File: config.mk
export PLATFORM = sky130hd
export DESIGN_NAME = rx_ring_dma
export DESIGN_NICKNAME = d
export VERILOG_FILES = /design/src/rtl/rx_ring_pkg.sv /design/src/rtl/rx_ring_wptr.sv /design/src/rtl/rx_ring_ctrl.sv /design/src/rtl/rx_ring_dma.sv
export SDC_FILE = /design/constraint.sdc
export NUM_CORES = 1
export LEC_CHECK = 0
export BUFFER_PORTS_ARGS = -buffer_cell sky130_fd_sc_hd__buf_2
export CAP_MARGIN = 20
export CORE_ASPECT_RATIO = 1.5
export CORE_MARGIN = 2
export CORE_UTILIZATION = 56
export CTS_CLUSTER_SIZE = 24
export DETAILED_ROUTE_END_ITERATION = 16
export GPL_TIMING_DRIVEN = 0
export PLACE_DENSITY = 0.9
export SYNTH_ARGS = -nofsm -noshare
export SYNTH_HDL_FRONTEND = slang
export SYNTH_HIERARCHICAL = 1
export SYNTH_SLANG_ARGS = --single-unit
File: constraint.sdc
create_clock -name clk_i -period 2.65 [get_ports clk_i]
set_input_delay 0.1325 -clock clk_i [delete_from_list [all_inputs] [get_ports clk_i]]
set_output_delay 0.1325 -clock clk_i [all_outputs]
set_load 0.1 [all_outputs]
File: src/rtl/rx_ring_pkg.sv
package rx_ring_pkg;
  typedef enum logic [1:0] {
    ST_IDLE = 2'd0,
    ST_RECV = 2'd1,
    ST_DROP = 2'd2
  } rx_state_e;
endpackage

File: src/rtl/rx_ring_wptr.sv
module rx_ring_wptr #(
  parameter int ADDR_W = 16,
  parameter int PAGE_W = 8,
  parameter int DATA_W = 8
) (
  input  logic              clk_i,
  input  logic              rst_ni,
  input  logic              load_i,
  input  logic [PAGE_W-1:0] load_page_i,
  input  logic              recv_i,
  input  logic              cfg_ok_i,
  input  logic              rx_valid_i,
  input  logic [DATA_W-1:0] rx_data_i,
  input  logic [PAGE_W-1:0] boundary_i,
  input  logic [PAGE_W-1:0] page_start_i,
  input  logic [PAGE_W-1:0] page_stop_i,
  output logic              hit_bnd_o,
  output logic [PAGE_W-1:0] end_page_o,
  output logic [ADDR_W-1:0] mem_addr_o,
  output logic [DATA_W-1:0] mem_data_o,
  output logic              mem_we_o
);
  localparam int OFF_W = ADDR_W - PAGE_W;

  logic [PAGE_W-1:0] page_q;
  logic [OFF_W-1:0]  off_q;
  logic [PAGE_W-1:0] page_inc;
  logic [PAGE_W-1:0] page_step;
  logic              at_entry;
  logic              byte_in;
  logic              do_wr;

  assign page_inc  = page_q + 1'b1;
  assign page_step = (page_inc == page_stop_i) ? page_start_i : page_inc;
  assign at_entry  = (off_q == '0);
  assign byte_in   = recv_i && cfg_ok_i && rx_valid_i;
  // entering a page is checked lazily, only when a byte actually needs it
  assign hit_bnd_o  = byte_in && at_entry && (page_q == boundary_i);
  assign do_wr      = byte_in && !hit_bnd_o;
  assign end_page_o = at_entry ? page_q : page_step;

  always_ff @(posedge clk_i or negedge rst_ni) begin
    if (!rst_ni) begin
      page_q <= '0;
      off_q  <= '0;
    end else if (load_i) begin
      page_q <= load_page_i;
      off_q  <= '0;
    end else if (do_wr) begin
      if (&off_q) begin
        page_q <= page_step;
        off_q  <= '0;
      end else begin
        off_q <= off_q + 1'b1;
      end
    end
  end

  always_ff @(posedge clk_i or negedge rst_ni) begin
    if (!rst_ni) begin
      mem_we_o   <= 1'b0;
      mem_addr_o <= '0;
      mem_data_o <= '0;
    end else begin
      mem_we_o <= do_wr;
      if (do_wr) begin
        mem_addr_o <= {page_q, off_q};
        mem_data_o <= rx_data_i;
      end
    end
  end

  AST_NO_BND_ENTRY: assert property (@(posedge clk_i) disable iff (!rst_ni)
    mem_we_o |-> !((mem_addr_o[OFF_W-1:0] == '0) &&
                   (mem_addr_o[ADDR_W-1:OFF_W] == $past(boundary_i))));

  AST_ADDR_STEP: assert property (@(posedge clk_i) disable iff (!rst_ni)
    (mem_we_o && $past(mem_we_o) && (mem_addr_o[OFF_W-1:0] != '0))
      |-> (mem_addr_o == $past(mem_addr_o) + 1'b1));

  AST_PAGE_LINK: assert property (@(posedge clk_i) disable iff (!rst_ni)
    (mem_we_o && $past(mem_we_o) && (mem_addr_o[OFF_W-1:0] == '0))
      |-> (mem_addr_o[ADDR_W-1:OFF_W] ==
           ((($past(mem_addr_o[ADDR_W-1:OFF_W]) + 1'b1) == $past(page_stop_i)) ?
             $past(page_start_i) : $past(mem_addr_o[ADDR_W-1:OFF_W]) + 1'b1)));

  AST_WR_IN_RING: assert property (@(posedge clk_i) disable iff (!rst_ni)
    mem_we_o |-> ((mem_addr_o[ADDR_W-1:OFF_W] >= $past(page_start_i)) &&
                  (mem_addr_o[ADDR_W-1:OFF_W] <  $past(page_stop_i))));
endmodule

File: src/rtl/rx_ring_ctrl.sv
module rx_ring_ctrl
  import rx_ring_pkg::*;
#(
  parameter int PAGE_W = 8
) (
  input  logic              clk_i,
  input  logic              rst_ni,
  input  logic [PAGE_W-1:0] page_start_i,
  input  logic [PAGE_W-1:0] page_stop_i,
  input  logic              rx_start_i,
  input  logic              rx_accept_i,
  input  logic              rx_reject_i,
  input  logic              hit_bnd_i,
  input  logic [PAGE_W-1:0] end_page_i,
  output logic              recv_o,
  output logic              cfg_ok_o,
  output logic              load_o,
  output logic [PAGE_W-1:0] load_page_o,
  output logic [PAGE_W-1:0] curr_page_o,
  output logic              overflow_o
);
  rx_state_e         state_q;
  logic              init_q;
  logic [PAGE_W-1:0] curr_page_q;
  logic              go;

  assign cfg_ok_o    = page_stop_i > page_start_i;
  assign go          = init_q && cfg_ok_o && (state_q == ST_IDLE) && rx_start_i;
  assign load_o      = !init_q || go;
  assign load_page_o = init_q ? curr_page_q : page_start_i;
  assign recv_o      = (state_q == ST_RECV);
  assign curr_page_o = curr_page_q;

  always_ff @(posedge clk_i or negedge rst_ni) begin
    if (!rst_ni) begin
      state_q     <= ST_IDLE;
      init_q      <= 1'b0;
      curr_page_q <= '0;
      overflow_o  <= 1'b0;
    end else if (!init_q) begin
      init_q      <= 1'b1;
      curr_page_q <= page_start_i;
    end else if (!cfg_ok_o) begin
      state_q <= ST_IDLE;
    end else begin
      unique case (state_q)
        ST_IDLE: if (rx_start_i) begin
          state_q    <= ST_RECV;
          overflow_o <= 1'b0;
        end
        ST_RECV: begin
          if (hit_bnd_i) begin
            state_q    <= ST_DROP;
            overflow_o <= 1'b1;
          end else if (rx_accept_i) begin
            curr_page_q <= end_page_i;
            state_q     <= ST_IDLE;
          end else if (rx_reject_i) begin
            state_q <= ST_IDLE;
          end
        end
        ST_DROP: if (rx_accept_i || rx_reject_i) state_q <= ST_IDLE;
        default: state_q <= ST_IDLE;
      endcase
    end
  end

  AST_REJECT_KEEPS_PAGE: assert property (@(posedge clk_i) disable iff (!rst_ni)
    (init_q && (state_q != ST_IDLE) && rx_reject_i) |=> $stable(curr_page_q));

  AST_DROP_KEEPS_PAGE: assert property (@(posedge clk_i) disable iff (!rst_ni)
    (state_q == ST_DROP) |=> $stable(curr_page_q));

  AST_CFG_IDLE: assert property (@(posedge clk_i) disable iff (!rst_ni)
    (init_q && !cfg_ok_o) |=> (state_q == ST_IDLE));
endmodule

File: src/rtl/rx_ring_dma.sv
module rx_ring_dma #(
  parameter int ADDR_W = 16,
  parameter int PAGE_W = 8,
  parameter int DATA_W = 8
) (
  input  logic              clk_i,
  input  logic              rst_ni,
  input  logic [PAGE_W-1:0] page_start_i,
  input  logic [PAGE_W-1:0] page_stop_i,
  input  logic [PAGE_W-1:0] boundary_i,
  input  logic              rx_start_i,
  input  logic              rx_valid_i,
  input  logic [DATA_W-1:0] rx_data_i,
  input  logic              rx_accept_i,
  input  logic              rx_reject_i,
  output logic [ADDR_W-1:0] mem_addr_o,
  output logic [DATA_W-1:0] mem_data_o,
  output logic              mem_we_o,
  output logic [PAGE_W-1:0] curr_page_o,
  output logic              overflow_o
);
  logic              recv;
  logic              cfg_ok;
  logic              load;
  logic [PAGE_W-1:0] load_page;
  logic              hit_bnd;
  logic [PAGE_W-1:0] end_page;

  rx_ring_ctrl #(.PAGE_W(PAGE_W)) ctrl_i (
    .clk_i       (clk_i),
    .rst_ni      (rst_ni),
    .page_start_i(page_start_i),
    .page_stop_i (page_stop_i),
    .rx_start_i  (rx_start_i),
    .rx_accept_i (rx_accept_i),
    .rx_reject_i (rx_reject_i),
    .hit_bnd_i   (hit_bnd),
    .end_page_i  (end_page),
    .recv_o      (recv),
    .cfg_ok_o    (cfg_ok),
    .load_o      (load),
    .load_page_o (load_page),
    .curr_page_o (curr_page_o),
    .overflow_o  (overflow_o)
  );

  rx_ring_wptr #(.ADDR_W(ADDR_W), .PAGE_W(PAGE_W), .DATA_W(DATA_W)) wptr_i (
    .clk_i       (clk_i),
    .rst_ni      (rst_ni),
    .load_i      (load),
    .load_page_i (load_page),
    .recv_i      (recv),
    .cfg_ok_i    (cfg_ok),
    .rx_valid_i  (rx_valid_i),
    .rx_data_i   (rx_data_i),
    .boundary_i  (boundary_i),
    .page_start_i(page_start_i),
    .page_stop_i (page_stop_i),
    .hit_bnd_o   (hit_bnd),
    .end_page_o  (end_page),
    .mem_addr_o  (mem_addr_o),
    .mem_data_o  (mem_data_o),
    .mem_we_o    (mem_we_o)
  );

  AST_CFG_NO_WRITE: assert property (@(posedge clk_i) disable iff (!rst_ni)
    !cfg_ok |=> !mem_we_o);

  AST_OVF_NO_WRITE: assert property (@(posedge clk_i) disable iff (!rst_ni)
    $rose(overflow_o) |-> !mem_we_o);
endmodule

=== Yosys cells after proc, flatten, opt, wreduce, memory -nomap -nowiden ===
Cells that the tools add are included.

* Register bits after elaboration: 53
* Input bits: 38
* Output and inout bits: 34
* Word-level logic and storage cells: 71

* $add $sub $neg: 2
* $lt $le $gt $ge: 1
* Equal/unequal tests: 13
* Multiplexer cells: 24
* Reductions and logical operators: 22

{| class="wikitable"
|+ Operators with widths
! kind !! count
|-
| 8-bit 2-to-1 mux || 14
|-
| 8-bit by 1-bit adder with 8-bit output, second input constant || 2
|-
| 8-bit equality test || 2
|-
| 2-bit 2-to-1 mux || 6
|-
| 8-bit greater-than comparator || 1
|-
| 1-bit logical AND || 8
|-
| 8-bit zero test || 1
|-
| 2-bit != test, second input constant || 4
|-
| 4-bit AND reduction || 2
|-
| 8-bit AND reduction || 1
|-
| 3-bit != test, second input constant || 2
|-
| 2-bit case mux with 3 select lines || 1
|-
| 2-bit nonzero test || 3
|-
| 5-bit != test, second input constant || 1
|-
| 5-bit AND reduction || 1
|-
| 2-bit by 1-bit != test with 1-bit output, second input constant || 2
|-
| 2-bit by 1-bit equality test with 1-bit output, second input constant || 1
|-
| 2-bit equality test, second input constant || 1
|-
| 1-bit zero test || 2
|-
| 2-bit zero test || 1
|-
| 1-bit logical OR || 2
|-
| 1-bit 2-to-1 mux || 2
|-
| 1-bit case mux with 2 select lines || 1
|-
| 2-bit AND reduction || 1
|}

=== Logic depth before layout (Yosys ltp) ===
* Depth in word-level cells: 9
* Mapped depth: 13
* Depth with buffers taken out: 13

=== Cells and area by module ===
The synthesis kept the hierarchy.

{| class="wikitable"
|+ By module, submodules not included
! module !! times used !! cells each !! area an instance (um^2) !! seq. area each (um^2)
|-
| rx_ring_wptr || 1 || 261 || 2616.3 || 1026.0
|-
| rx_ring_ctrl || 1 || 101 || 920.9 || 300.3
|}

=== Least setup slack after synthesis ===
No wires, ideal clock.

* Kind: reg2reg
* Start: register wptr_i.page_q[1]
* End: register ctrl_i.curr_page_q[0] (netlist: ctrl_i/curr_page_o[0])
* Setup time: 0.082 ns
* Arrival: 2.254 ns
* Data required time: 2.568 ns
* Slack: 0.314 ns
* Stages on the path, launching flop included: 11
* Period minus slack after synthesis: 2.336 ns
* Cell sequence: dfrtp_1 ha_1 buf_2 xnor3_1 o2111ai_1 a211oi_2 o211a_2 nand2_4 a311oi_1 nand3_2 a31oi_1

* Cells in the longest elaborated chain, start to end: 9
* Elaborated cells between the ends (all ways): 13
* Classes of those cells: add/sub (1); eq/ne (3); mux (7); reduce/logical (2)

{| class="wikitable"
|+ Ends and longest elaborated chain
! element !! line !! text
|-
| from (decl) || rx_ring_wptr.sv:25 || <nowiki>logic [PAGE_W-1:0] page_q;</nowiki>
|-
| from (signal assigned) || rx_ring_wptr.sv:47 || <nowiki>page_q <= load_page_i;</nowiki>
|-
| from (signal assigned) || rx_ring_wptr.sv:51 || <nowiki>page_q <= page_step;</nowiki>
|-
| 8-bit by 1-bit adder with 8-bit output || rx_ring_wptr.sv:33 || <nowiki>assign page_inc = page_q + 1'b1;</nowiki>
|-
| 8-bit equality test || rx_ring_wptr.sv:34 || <nowiki>assign page_step = (page_inc == page_stop_i) ? page_start_i : page_inc;</nowiki>
|-
| 8-bit 2-to-1 mux || rx_ring_wptr.sv:34 ||
|-
| 8-bit 2-to-1 mux || rx_ring_wptr.sv:40 || <nowiki>assign end_page_o = at_entry ? page_q : page_step;</nowiki>
|-
| net end_page[0] || rx_ring_dma.sv:27 || <nowiki>logic [PAGE_W-1:0] end_page;</nowiki>
|-
| 8-bit 2-to-1 mux || rx_ring_ctrl.sv:55 || <nowiki>end else if (rx_accept_i) begin</nowiki>
|-
| 8-bit 2-to-1 mux || rx_ring_ctrl.sv:52 || <nowiki>if (hit_bnd_i) begin</nowiki>
|-
| 8-bit 2-to-1 mux || rx_ring_ctrl.sv:46 || <nowiki>unique case (state_q)</nowiki>
|-
| 8-bit 2-to-1 mux || rx_ring_ctrl.sv:43 || <nowiki>end else if (!cfg_ok_o) begin</nowiki>
|-
| 8-bit 2-to-1 mux || rx_ring_ctrl.sv:40 || <nowiki>end else if (!init_q) begin</nowiki>
|-
| to (signal assigned) || rx_ring_ctrl.sv:42 || <nowiki>curr_page_q <= page_start_i;</nowiki>
|-
| to (signal assigned) || rx_ring_ctrl.sv:56 || <nowiki>curr_page_q <= end_page_i;</nowiki>
|-
| to (decl) || rx_ring_ctrl.sv:24 || <nowiki>logic [PAGE_W-1:0] curr_page_q;</nowiki>
|}

The timed path passes the listed nets, and every way through them passes these cells. The select of a mux whose other input is x is not followed.
A chain may end at the register's enable or synchronous reset.

=== Worst setup path after layout ===
Same ends and word-level chain as after synthesis.

==> results.cfg <==
[run_status]
outcome = finished, final reports clean

[setup_path]
r2r_start = wptr_i/page_q[1]
critPathLaunchType = flop
crit_required_ns = 2.88
crit_chain = ha_2, xnor3_1, o2111ai_1, a211oi_2, buf_4, o211a_4, nand2_4, a311oi_2, nand3_2, a31oi_1
rr_endpoint = ctrl_i/curr_page_o[0]
end_kind = flop
arrival_ns = 2.83
cp-endpoint = ctrl_i/curr_page_o[0]
crit_type = flop to flop
crit_start = wptr_i/page_q[1]
worstPathMaxFanout = 7
slowest_stage = dfrtp_2
r2r_setup_slack_ns = 0.05
r2r_cells = 10
cpPeakStageDelay_ns = 0.43

[clock_network]
htree_levels = 2
numCtsBuffers = 5
cts.path.max_buffers = 2
clkSinkCount = 53
clk_pin_slew_ns = 0.10
clock_latency_ns = 0.31
clock-root-buffer = clkbuf_8
cts_tree = yes

[cells_and_area]
design_area_um2 = 4270
antenna_cells = 0
layout.nets = 494
mostFrequentLayoutCell = buf_2
drive_gt1_share_pct = 35.9
syn_to_final_growth_pct = 20.7
utilization_pct = 69.6
layout_common_cells = buf_2, dfrtp_1, nand2_1

[synth]
async_reset_ff_share_pct = 100
synth_seq_area_share_pct = 37.5
synth_edf_count = 0
ys_types = 67
yosys.area.top_type = dfrtp_1
netlist_instances = 362
yosys_register_bits = 53
synth_top_area_share_pct = 37.5
synth_flop_cell = dfrtp_1
syn_area_per_cell_um2 = 9.77
synthesis.area_um2 = 3540
synthesis.nets = 411
yosysWarnings = 6
yosys-top-cells-area = dfrtp_1, mux2_2, ha_1, xor2_1, nand2_1

[die]
die_area_um2 = 6980
die_h_um = 101
num_rows = 35
io_pins = 72
die_w_um = 68.9
start_util_pct = 57.7
core_um2 = 6130

[sta]
finClkSkew_ns = 0.0118
slew_violations = 0
relSlewSlack_pct = 60.5
tightest_slew_ns = 0.587
setup_viol = 0
period_share_pct = 98.2
fin_crit_ns = 2.60
clock.fmax_mhz = 384
hold_violations = 0
rsz0062_at_grt = no

[route]
dr.first_iter.drc_count = 258
wl_um = 10200
remaining_drc_errors = 0
vias = 3281
routedWlPerCell_um = 19.6
via_per_inst = 6.31
antenna_left = 0
drt_pass1_iterations = 4

[global_routing]
antenna_found_initial = 0
grt_pass1_wl_um = 16000
grt_pass1_vias = 3342
grt-ovfl-total = 0
track_usage_pct = 30.6
grt_max_degree = 38

[min_path]
hold_class = input pin to flop

[flow_run]
max_cap_violations = 0

[placed_design]
port-buffer-count = 71
dp_hpwl_um = 7740
placed_area_um2 = 4010
place.gp.congestion = 0.936

[power]
ir_drop_v = 0.000835
power.density_nw_per_um2 = 884
p_leak_nw = 1.91
==> logic make-up after synthesis <==
family / count (synthesis) / synth area share [%]
simple gates: 117 / 18.9
fa+ha+maj: 11 / 3.89
buf+inv: 39 / 4.92
mux: 26 / 8.21
xor+xnor: 27 / 7.99
other cells: 1 / 0.106
flops: 53 / 37.5
compound gates: 88 / 18.5
==> state kept, by name, indices dropped and copies added, names as in the netlist <==
signal,flops
ctrl_i/curr_page_o,8
ctrl_i/init_q,1
ctrl_i/overflow_o,1
ctrl_i/state_q,2
wptr_i/mem_addr_o,16
wptr_i/mem_data_o,8
wptr_i/mem_we_o,1
wptr_i/off_q,8
wptr_i/page_q,8
==> final cells by class <==
type / count / area, µm²
clock inverter: 3 / 47.5
fill: 482 / 1860
tap: 74 / 92.6
inverter: 17 / 63.8
buffer: 21 / 120
timing repair buffer: 77 / 413
multi-input combinational: 270 / 2140
sequential: 53 / 1330
clock buffer: 5 / 68.8
==> metal layers <==
layer,GRT usage (%),part of all wire [%],up-vias
met5,0,0,-
met1,34.8,37,1576
li1,-,-,1513
met2,53.6,52,151
met4,17.6,5.6,0
met3,3.67,5.5,41
==> cells in the mapped netlist, drive strengths merged, types with 2 or more instances <==
cell     number
buf          13
nor2b         2
xnor2        10
or3           3
and4          2
a311oi        2
o21ai        21
nand2b        2
xor2         15
dfrtp        53
nand3b        2
nor2         19
nor3          8
o211ai        9
nand2        29
ha           11
and3          5
inv          17
o22ai         6
a21oi        11
xnor3         2
o2111ai       5
a22oi         2
nand4        12
o311ai        2
nand3        14
o21bai        3
a31o          3
a31oi         3
o221ai       10
a211oi        3
clkbuf        9
nor4          7
mux2i         2
and3b         3
mux2         24
and2          3
==> power by group <==
part / switching, W / total, W / internal (W) / leakage [nW]
Sequential: 0.0000892 / 0.00107 / 0.000981 / 0.676
Combinational: 0.00163 / 0.00212 / 0.000496 / 1.18
Clock: 0.000293 / 0.000582 / 0.000289 / 0.0591
==> what timing repair did <==
item,in CTS,in global routing
buffers inserted,2,1
endpoints found under the setup margin,12,43
resized for setup,13,17
endpoints found under the hold margin,16,0
pin swaps,2,1
hold buffers,1,0
cloned,1,0
==> per-stage QoR <==
stage / hold WS, ns / instances / setup WS (ns) / power (W) / setup TNS (ns)
floorplan: -0.163 / 362 / 0.314 / 0.00275 / 0
global placement: 0.363 / 507 / -0.356 / 0.00310 / -5.85
detailed placement: 0.0931 / 508 / -0.396 / 0.00315 / -9.71
CTS: 0.0501 / 519 / 0.00743 / 0.00376 / 0
global route: 0.0418 / 520 / 0.00427 / 0.00391 / 0
finish: 0.0532 / 520 / 0.0490 / 0.00377 / 0
==> critical path, delay by kind of cell, from the launching register on <==
kind | cells | cell delay [ns]
AOI/OAI and AO/OA | 5 | 1.21
buffers and inverters | 1 | 0.17
and+or+nand+nor | 2 | 0.19
DFF | 1 | 0.43
adders and majority gates | 1 | 0.24
xor gates and xnor gates | 1 | 0.29
==> worst min-delay path by stage <==
stage	from	endpoint	slack, ns	cells after the start
6_report	rx_data_i[7]	wptr_i/mem_data_o[7]	0.05	2
5_1_grt	rx_data_i[6]	wptr_i/mem_data_o[6]	0.04	2
4_1_cts	rx_data_i[4]	wptr_i/mem_data_o[4]	0.05	2
3_5_place_dp	rst_ni	wptr_i/mem_addr_o[15]	0.09	1
3_3_place_gp	rx_data_i[4]	wptr_i/mem_data_o[4]	0.36	2
2_1_floorplan	rst_ni	ctrl_i/curr_page_o[0]	-0.16	0
(Power assumes the default switching activity.)
